===== src/rtl/rg_pkg.sv =====
package rg_pkg;

    typedef enum logic [1:0] {
        H_IDLE = 2'd0,
        H_ARM  = 2'd1,
        H_LOW  = 2'd2,
        H_REL  = 2'd3
    } h2_state_t;

    typedef enum logic [1:0] {
        V_IDLE  = 2'd0,
        V_COUNT = 2'd1,
        V_LOW   = 2'd2
    } v2_state_t;

endpackage


===== src/rtl/rg_line_counter.sv =====
module rg_line_counter #(
    parameter int LINE_LEN = 1820
) (
    input  logic clk,
    input  logic rst_n,
    output logic line_start
);
    localparam int CW = (LINE_LEN > 1) ? $clog2(LINE_LEN) : 1;
    localparam logic [CW-1:0] LAST = CW'(LINE_LEN - 1);

    logic [CW-1:0] pos_q;

    always_ff @(posedge clk) begin
        if (!rst_n) begin
            pos_q <= '0;
        end else if (pos_q == LAST) begin
            pos_q <= '0;
        end else begin
            pos_q <= pos_q + 1'b1;
        end
    end

    always_comb begin
        line_start = (pos_q == '0);
    end
endmodule


===== src/rtl/rg_cc_edge.sv =====
module rg_cc_edge #(
    parameter int STAGES = 2
) (
    input  logic clk,
    input  logic rst_n,
    input  logic cc_async,
    output logic cc_rise
);
    logic [STAGES:0] chain_q;

    always_ff @(posedge clk) begin
        if (!rst_n) begin
            chain_q[0] <= 1'b0;
        end else begin
            chain_q[0] <= cc_async;
        end
    end

    for (genvar i = 1; i <= STAGES; i++) begin : g_stage
        always_ff @(posedge clk) begin
            if (!rst_n) begin
                chain_q[i] <= 1'b0;
            end else begin
                chain_q[i] <= chain_q[i-1];
            end
        end
    end

    always_comb begin
        cc_rise = chain_q[STAGES-1] & ~chain_q[STAGES];
    end
endmodule


===== src/rtl/rg_h2_fsm.sv =====
module rg_h2_fsm
    import rg_pkg::*;
#(
    parameter int HRST_LEN = 916
) (
    input  logic clk,
    input  logic rst_n,
    input  logic line_start,
    input  logic cc_rise,
    output logic h2_rst_n
);
    localparam int WW = $clog2(HRST_LEN + 1);
    localparam logic [WW-1:0] WLAST = WW'(HRST_LEN - 1);

    h2_state_t state_q, state_d;
    logic      odd_q;
    logic [WW-1:0] width_q;
    logic      width_done;
    logic      arm;

    always_comb begin
        width_done = (width_q == WLAST);
        arm        = line_start & ~odd_q;
    end

    always_ff @(posedge clk) begin
        if (!rst_n) begin
            state_q <= H_IDLE;
        end else begin
            state_q <= state_d;
        end
    end

    always_ff @(posedge clk) begin
        if (!rst_n) begin
            odd_q <= 1'b0;
        end else if (line_start) begin
            odd_q <= ~odd_q;
        end
    end

    always_ff @(posedge clk) begin
        if (!rst_n || state_q != H_LOW) begin
            width_q <= '0;
        end else if (!width_done) begin
            width_q <= width_q + 1'b1;
        end
    end

    always_comb begin
        state_d = state_q;
        unique case (state_q)
            H_IDLE: if (arm)        state_d = cc_rise ? H_LOW : H_ARM;
            H_ARM:  if (cc_rise)    state_d = H_LOW;
            H_LOW:  if (width_done) state_d = cc_rise ? H_IDLE : H_REL;
            H_REL:  if (cc_rise)    state_d = H_IDLE;
        endcase
    end

    always_comb begin
        h2_rst_n = !(state_q == H_LOW || state_q == H_REL);
    end
endmodule


===== src/rtl/rg_v2_fsm.sv =====
module rg_v2_fsm
    import rg_pkg::*;
#(
    parameter int VDELAY = 3
) (
    input  logic clk,
    input  logic rst_n,
    input  logic hsync_in,
    input  logic vsync_in,
    output logic v2_rst_n
);
    localparam int LW = $clog2(VDELAY + 1);
    localparam logic [LW-1:0] LLAST = LW'(VDELAY - 1);

    v2_state_t state_q, state_d;
    logic      odd_q;
    logic [LW-1:0] lines_q;

    always_ff @(posedge clk) begin
        if (!rst_n) begin
            state_q <= V_IDLE;
        end else begin
            state_q <= state_d;
        end
    end

    always_ff @(posedge clk) begin
        if (!rst_n) begin
            odd_q <= 1'b0;
        end else if (vsync_in) begin
            odd_q <= ~odd_q;
        end
    end

    always_ff @(posedge clk) begin
        if (!rst_n || state_q != V_COUNT) begin
            lines_q <= '0;
        end else if (hsync_in) begin
            lines_q <= lines_q + 1'b1;
        end
    end

    always_comb begin
        state_d = state_q;
        unique case (state_q)
            V_IDLE:  if (vsync_in && !odd_q)          state_d = V_COUNT;
            V_COUNT: if (hsync_in && lines_q == LLAST) state_d = V_LOW;
            V_LOW:   if (hsync_in)                    state_d = V_IDLE;
            default:                                  state_d = V_IDLE;
        endcase
    end

    always_comb begin
        v2_rst_n = (state_q != V_LOW);
    end
endmodule


===== src/rtl/genlock_reset_gen.sv =====
module genlock_reset_gen #(
    parameter int LINE_LEN    = 1820,
    parameter int HRST_LEN    = 916,
    parameter int VDELAY      = 3,
    parameter int SYNC_STAGES = 2
) (
    input  logic clk,
    input  logic rst_n,
    input  logic color_clk,
    input  logic hsync_in,
    input  logic vsync_in,
    output logic hreg_pulse,
    output logic h2_rst_n,
    output logic v2_rst_n
);
    logic cc_rise;

    rg_line_counter #(.LINE_LEN(LINE_LEN)) u_line (
        .clk        (clk),
        .rst_n      (rst_n),
        .line_start (hreg_pulse)
    );

    rg_cc_edge #(.STAGES(SYNC_STAGES)) u_cc (
        .clk      (clk),
        .rst_n    (rst_n),
        .cc_async (color_clk),
        .cc_rise  (cc_rise)
    );

    rg_h2_fsm #(.HRST_LEN(HRST_LEN)) u_h2 (
        .clk        (clk),
        .rst_n      (rst_n),
        .line_start (hreg_pulse),
        .cc_rise    (cc_rise),
        .h2_rst_n   (h2_rst_n)
    );

    rg_v2_fsm #(.VDELAY(VDELAY)) u_v2 (
        .clk      (clk),
        .rst_n    (rst_n),
        .hsync_in (hsync_in),
        .vsync_in (vsync_in),
        .v2_rst_n (v2_rst_n)
    );
endmodule


===== config.mk =====
export PLATFORM = sky130hd
export DESIGN_NAME = genlock_reset_gen
export DESIGN_NICKNAME = d
export VERILOG_FILES = /design/src/rtl/rg_pkg.sv /design/src/rtl/rg_line_counter.sv /design/src/rtl/rg_cc_edge.sv /design/src/rtl/rg_h2_fsm.sv /design/src/rtl/rg_v2_fsm.sv /design/src/rtl/genlock_reset_gen.sv
export SDC_FILE = /design/constraint.sdc
export NUM_CORES = 1
export LEC_CHECK = 0
export CORE_MARGIN = 1.5
export CORE_UTILIZATION = 52
export DETAILED_ROUTE_END_ITERATION = 7
export GPL_ROUTABILITY_DRIVEN = 0
export PLACE_DENSITY = 0.71
export SLEW_MARGIN = 30
export SYNTH_ARGS = -nofsm -noshare
export SYNTH_HDL_FRONTEND = slang
export SYNTH_SLANG_ARGS = --single-unit

===== constraint.sdc =====
create_clock -name clk -period 1.25 [get_ports clk]
set_input_delay 0.1875 -clock clk [delete_from_list [all_inputs] [get_ports clk]]
set_output_delay 0.1875 -clock clk [all_outputs]
set_load 0.02 [all_outputs]

==> summary.md <==
| Metric | Value |
|---|---|
| Status | finished, violations left |
| Failing checks | negative setup slack |
| Synth top area cells | dfxtp_1 (43%), ha_1 (3.3%), a21oi_1 (3.0%) |
| Share of layout cells above drive strength 1 | 55.0% |
| Synthesized flop and latch total | 32 |
| Number of flops mapped to enable cells by yosys | 0 |
| Reg2Reg Depth | 5 |
| # rows | 19 |
| Count of different cell masters after synthesis | 49 |
| Design Area, Final | 0.00227 mm² |
| Most common cell in the synthesized netlist | dfxtp_1 |
| Switch share | approximately 28% |
| Period minus WS final | 1.58 ns |
| IO buf count | 7 |
| Internal reg-to-reg setup slack | -0.24 ns |
| Gate count of the mapped netlist | 161 |
| Sequential area share after synthesis | 42.8% |
| Hpwl dp | 2.32 mm |
| Post-synth top flop | dfxtp_1 |
| Clock Sinks | 32 |
| Tot Pwr | 1.99 mW |
| CTS tree | done |
| Synthesized area per cell | 9.29 µm² |
| Internal power | 1.44 mW |
| Die width | 56.6 µm |
| Required time worst endpoint | 1.06 ns |
| RSZ-0062 raised after global routing | yes |
| Seq pwr share | 54.0% |
| Chip Height | 56.6 µm |
| CP startpoint kind | flip-flop |
| Antenna Cells | 0 |
| Nature of the critical path endpoint | output port |
| Endpoint of the worst hold path | u_cc.chain_q[1] |
| Final hold viol count | 0 |
| Net Count, Synth | between 150 and 200 |
| Number of DRC markers in iteration 0 | 79 |
| Worst r2r dst | u_line.pos_q[10] |
| RR Startpoint | u_line.pos_q[0] |
| Yosys top cell area share | 42.8% |
| Avg WL per Cell | 16.2 µm |
| Core footprint | 0.00273 mm² |
| Ports | 8 |
| DR pass1 iterations | 4 |
| Critical-path cell list | inv_2 > ha_4 > nor4b_4 > and3_4 > buf_6 |
| Clk buf depth | 2 |
| Cts hold-fix bufs | 0 |
| Placed Instance Area | 0.00186 mm² |
| Mapped Area | 0.00150 mm² |
| CP max-delay cell | dfxtp_2 |
| Routed Antenna Nets | 0 |
| GRT overflow | 0 |
| Initial Util | 54.7% |
| Root Driver | clkbuf_4 |
| Total die area | 0.00321 mm² |
| Final WS setup | -0.332 ns |
| Max-slew violation count | 0 |
| Worst-Margin Slew | 0.412 ns |
| P_sw | 0.552 mW |
| Inserted Clock Buffers | 5 |
| Setup Skew | 0.00927 ns |
| Fin nets | 219 |
| Place WS | -0.504 ns |
| Filler cells | 150 |
| Period Utilization, post-route | 127% |
| Top cells by count, synth | dfxtp_1 (32), nand2_1 (12), nor2_1 (11) |
| H-tree depth | 2 |
| Yosys Warn Count | 0 |
| Power Density | 877 mW/mm² |
| First-pass GRT wire length | 5.93 mm |
| Clock Latency Late Sink | roughly 0.34 ns |
| Vias in the first global route | 1,418 |
| Via/cell ratio | just under 6 |
| Clk pwr share | 29.7% |
| Total track usage | 23.9% |
| CP max FO | 2 |
| Initial antenna violation count | 0 |
| Max cap viols | 0 |
| VDD IR max | 0.000939 V |
| # DRC | 0 |
| Placed cells | 229 |
| Hold depth | 1 |
| Routed WL | 3.92 mm |
| Fin cells | 242 |
| Endpoints failing setup | 16 |
| Post-synth top area cell | dfxtp_1 |
| F_max | about 630 MHz |
| Slew headroom | 72.3% |
| CP peak stage delay | between 0.3 and 0.4 ns |
| CP Class | reg2out |
| Fin util | 83.1% |
| Hold Crit Class | reg2reg |
| Largest net degree at the start of global routing | 12 |
| Combinational power share | 16.3% |
| Beginning of the worst hold path | u_cc.chain_q[0] |
| Area delta synth->final | 51.8% |
| Async set or reset register ratio after synthesis | 0% |
| DR vias | 1,419 |
| Critical Path AT | 1.39 ns |
| Leak pwr | 0.818 nW |
| Clk slew on worst S/H paths | between 0.1 and 0.15 ns |
[cell usage in the layout (no fill, tap or decap), drive strengths merged, types with 2 or more instances in the layout]
cell,netlist,final
xor2,3,3
clkdlybuf4s50,0,4
inv,7,7
o31a,2,2
nand2,12,12
or4,2,2
clkinv,0,3
o31ai,2,2
nand3b,2,2
nor3,3,3
dfxtp,32,32
or3,9,9
nor2,11,11
a21oi,10,10
nand3,8,8
buf,3,41
ha,4,4
a211oi,3,3
o21ai,9,9
mux2i,2,2
nor4,4,4
xnor2,4,4
nor3b,3,3
clkbuf,0,5
nand4,2,2
and2,5,5
nand2b,2,2
[through the flow]
stage	TNS [ns]	hold slack, ns
4_1_cts	-1.11	0.426
5_1_grt	-2.86	0.426
3_3_place_gp	-4.59	0.415
2_1_floorplan	-0.0327	0.282
6_report	-1.98	0.432
3_5_place_dp	-4.86	0.422
[metal layers]
metal | GRT usage [%] | vias up | wire length [µm]
li1 | - | 683 | -
met1 | 26.6 | 704 | 1590
met2 | 41.2 | 23 | 2130
met3 | 7.60 | 9 | 105
met4 | 10.5 | 0 | 95
met5 | 0 | - | 0
[power groups by stage]
stage / clock network [mW] / registers, mW / logic (mW)
after global placement: 0 / 1.10 / 0.216
final: 0.592 / 1.08 / 0.325
after detailed placement: 0 / 1.10 / 0.222
after floorplan: 0 / 1.10 / 0.116
after global routing: 0.646 / 1.08 / 0.350
after CTS: 0.607 / 1.08 / 0.262
[worst max-delay path by stage]
| stage | from | endpoint | slack (ns) | cells after the start |
|---|---|---|---|---|
| 6_report | u_line.pos_q[1] | hreg_pulse | -0.33 | 5 |
| 3_3_place_gp | u_line.pos_q[0] | hreg_pulse | -0.48 | 5 |
| 5_1_grt | u_line.pos_q[1] | hreg_pulse | -0.42 | 5 |
| 4_1_cts | u_line.pos_q[1] | hreg_pulse | -0.36 | 5 |
| 3_5_place_dp | u_line.pos_q[0] | hreg_pulse | -0.50 | 5 |
| 2_1_floorplan | u_h2.width_q[3] | u_h2.width_q[1] | -0.02 | 4 |
[kinds of logic (layout without fill, tap and decap cells)]
| kind of cell | count (synthesis) | count (layout) | share of synthesized area, % |
|---|---|---|---|
| flip-flops | 32 | 32 | 42.8 |
| AND/OR/NAND/NOR | 73 | 73 | 30.4 |
| buffers and inverters | 10 | 60 | 3.59 |
| XOR/XNOR | 7 | 7 | 4.10 |
| adder cells (fa/ha/maj) | 4 | 4 | 3.34 |
| multiplexers | 2 | 2 | 1.34 |
| AO/OA/AOI/OAI | 33 | 33 | 14.5 |
[registers in the layout (all words and copies together), names as in the netlist]
register      count
u_v2.odd_q        1
u_h2.state_q      2
u_h2.odd_q        1
u_cc.chain_q      3
u_v2.lines_q      2
u_h2.width_q     10
u_v2.state_q      2
u_line.pos_q     11
[area by class of cell]
class,count,area (µm²),area share (%)
repair buffers,45,388,17.1
multi-input cells,119,1090,48.2
clock buffers,5,37.5,1.65
inverters,7,26.3,1.16
clock inverters,3,18.8,0.826
flip-flops and latches,32,668,29.4
well taps,31,38.8,1.71
[critical path: cells and delay by family (launching register included)]
family	cells	cell delay, ns
adder cells (fa/ha/maj)	1	0.12
AND/OR/NAND/NOR	2	0.42
buffers and inverters	2	0.18
flip-flops	1	0.34
[timing repair]
item                                    CTS  global route
buffers inserted                          2             7
endpoints found under the setup margin   25            23
hold endpoints to repair                  0             0
resized for setup                        48            40
pin swaps                                10            12
Power figures use the tool's default switching activity.
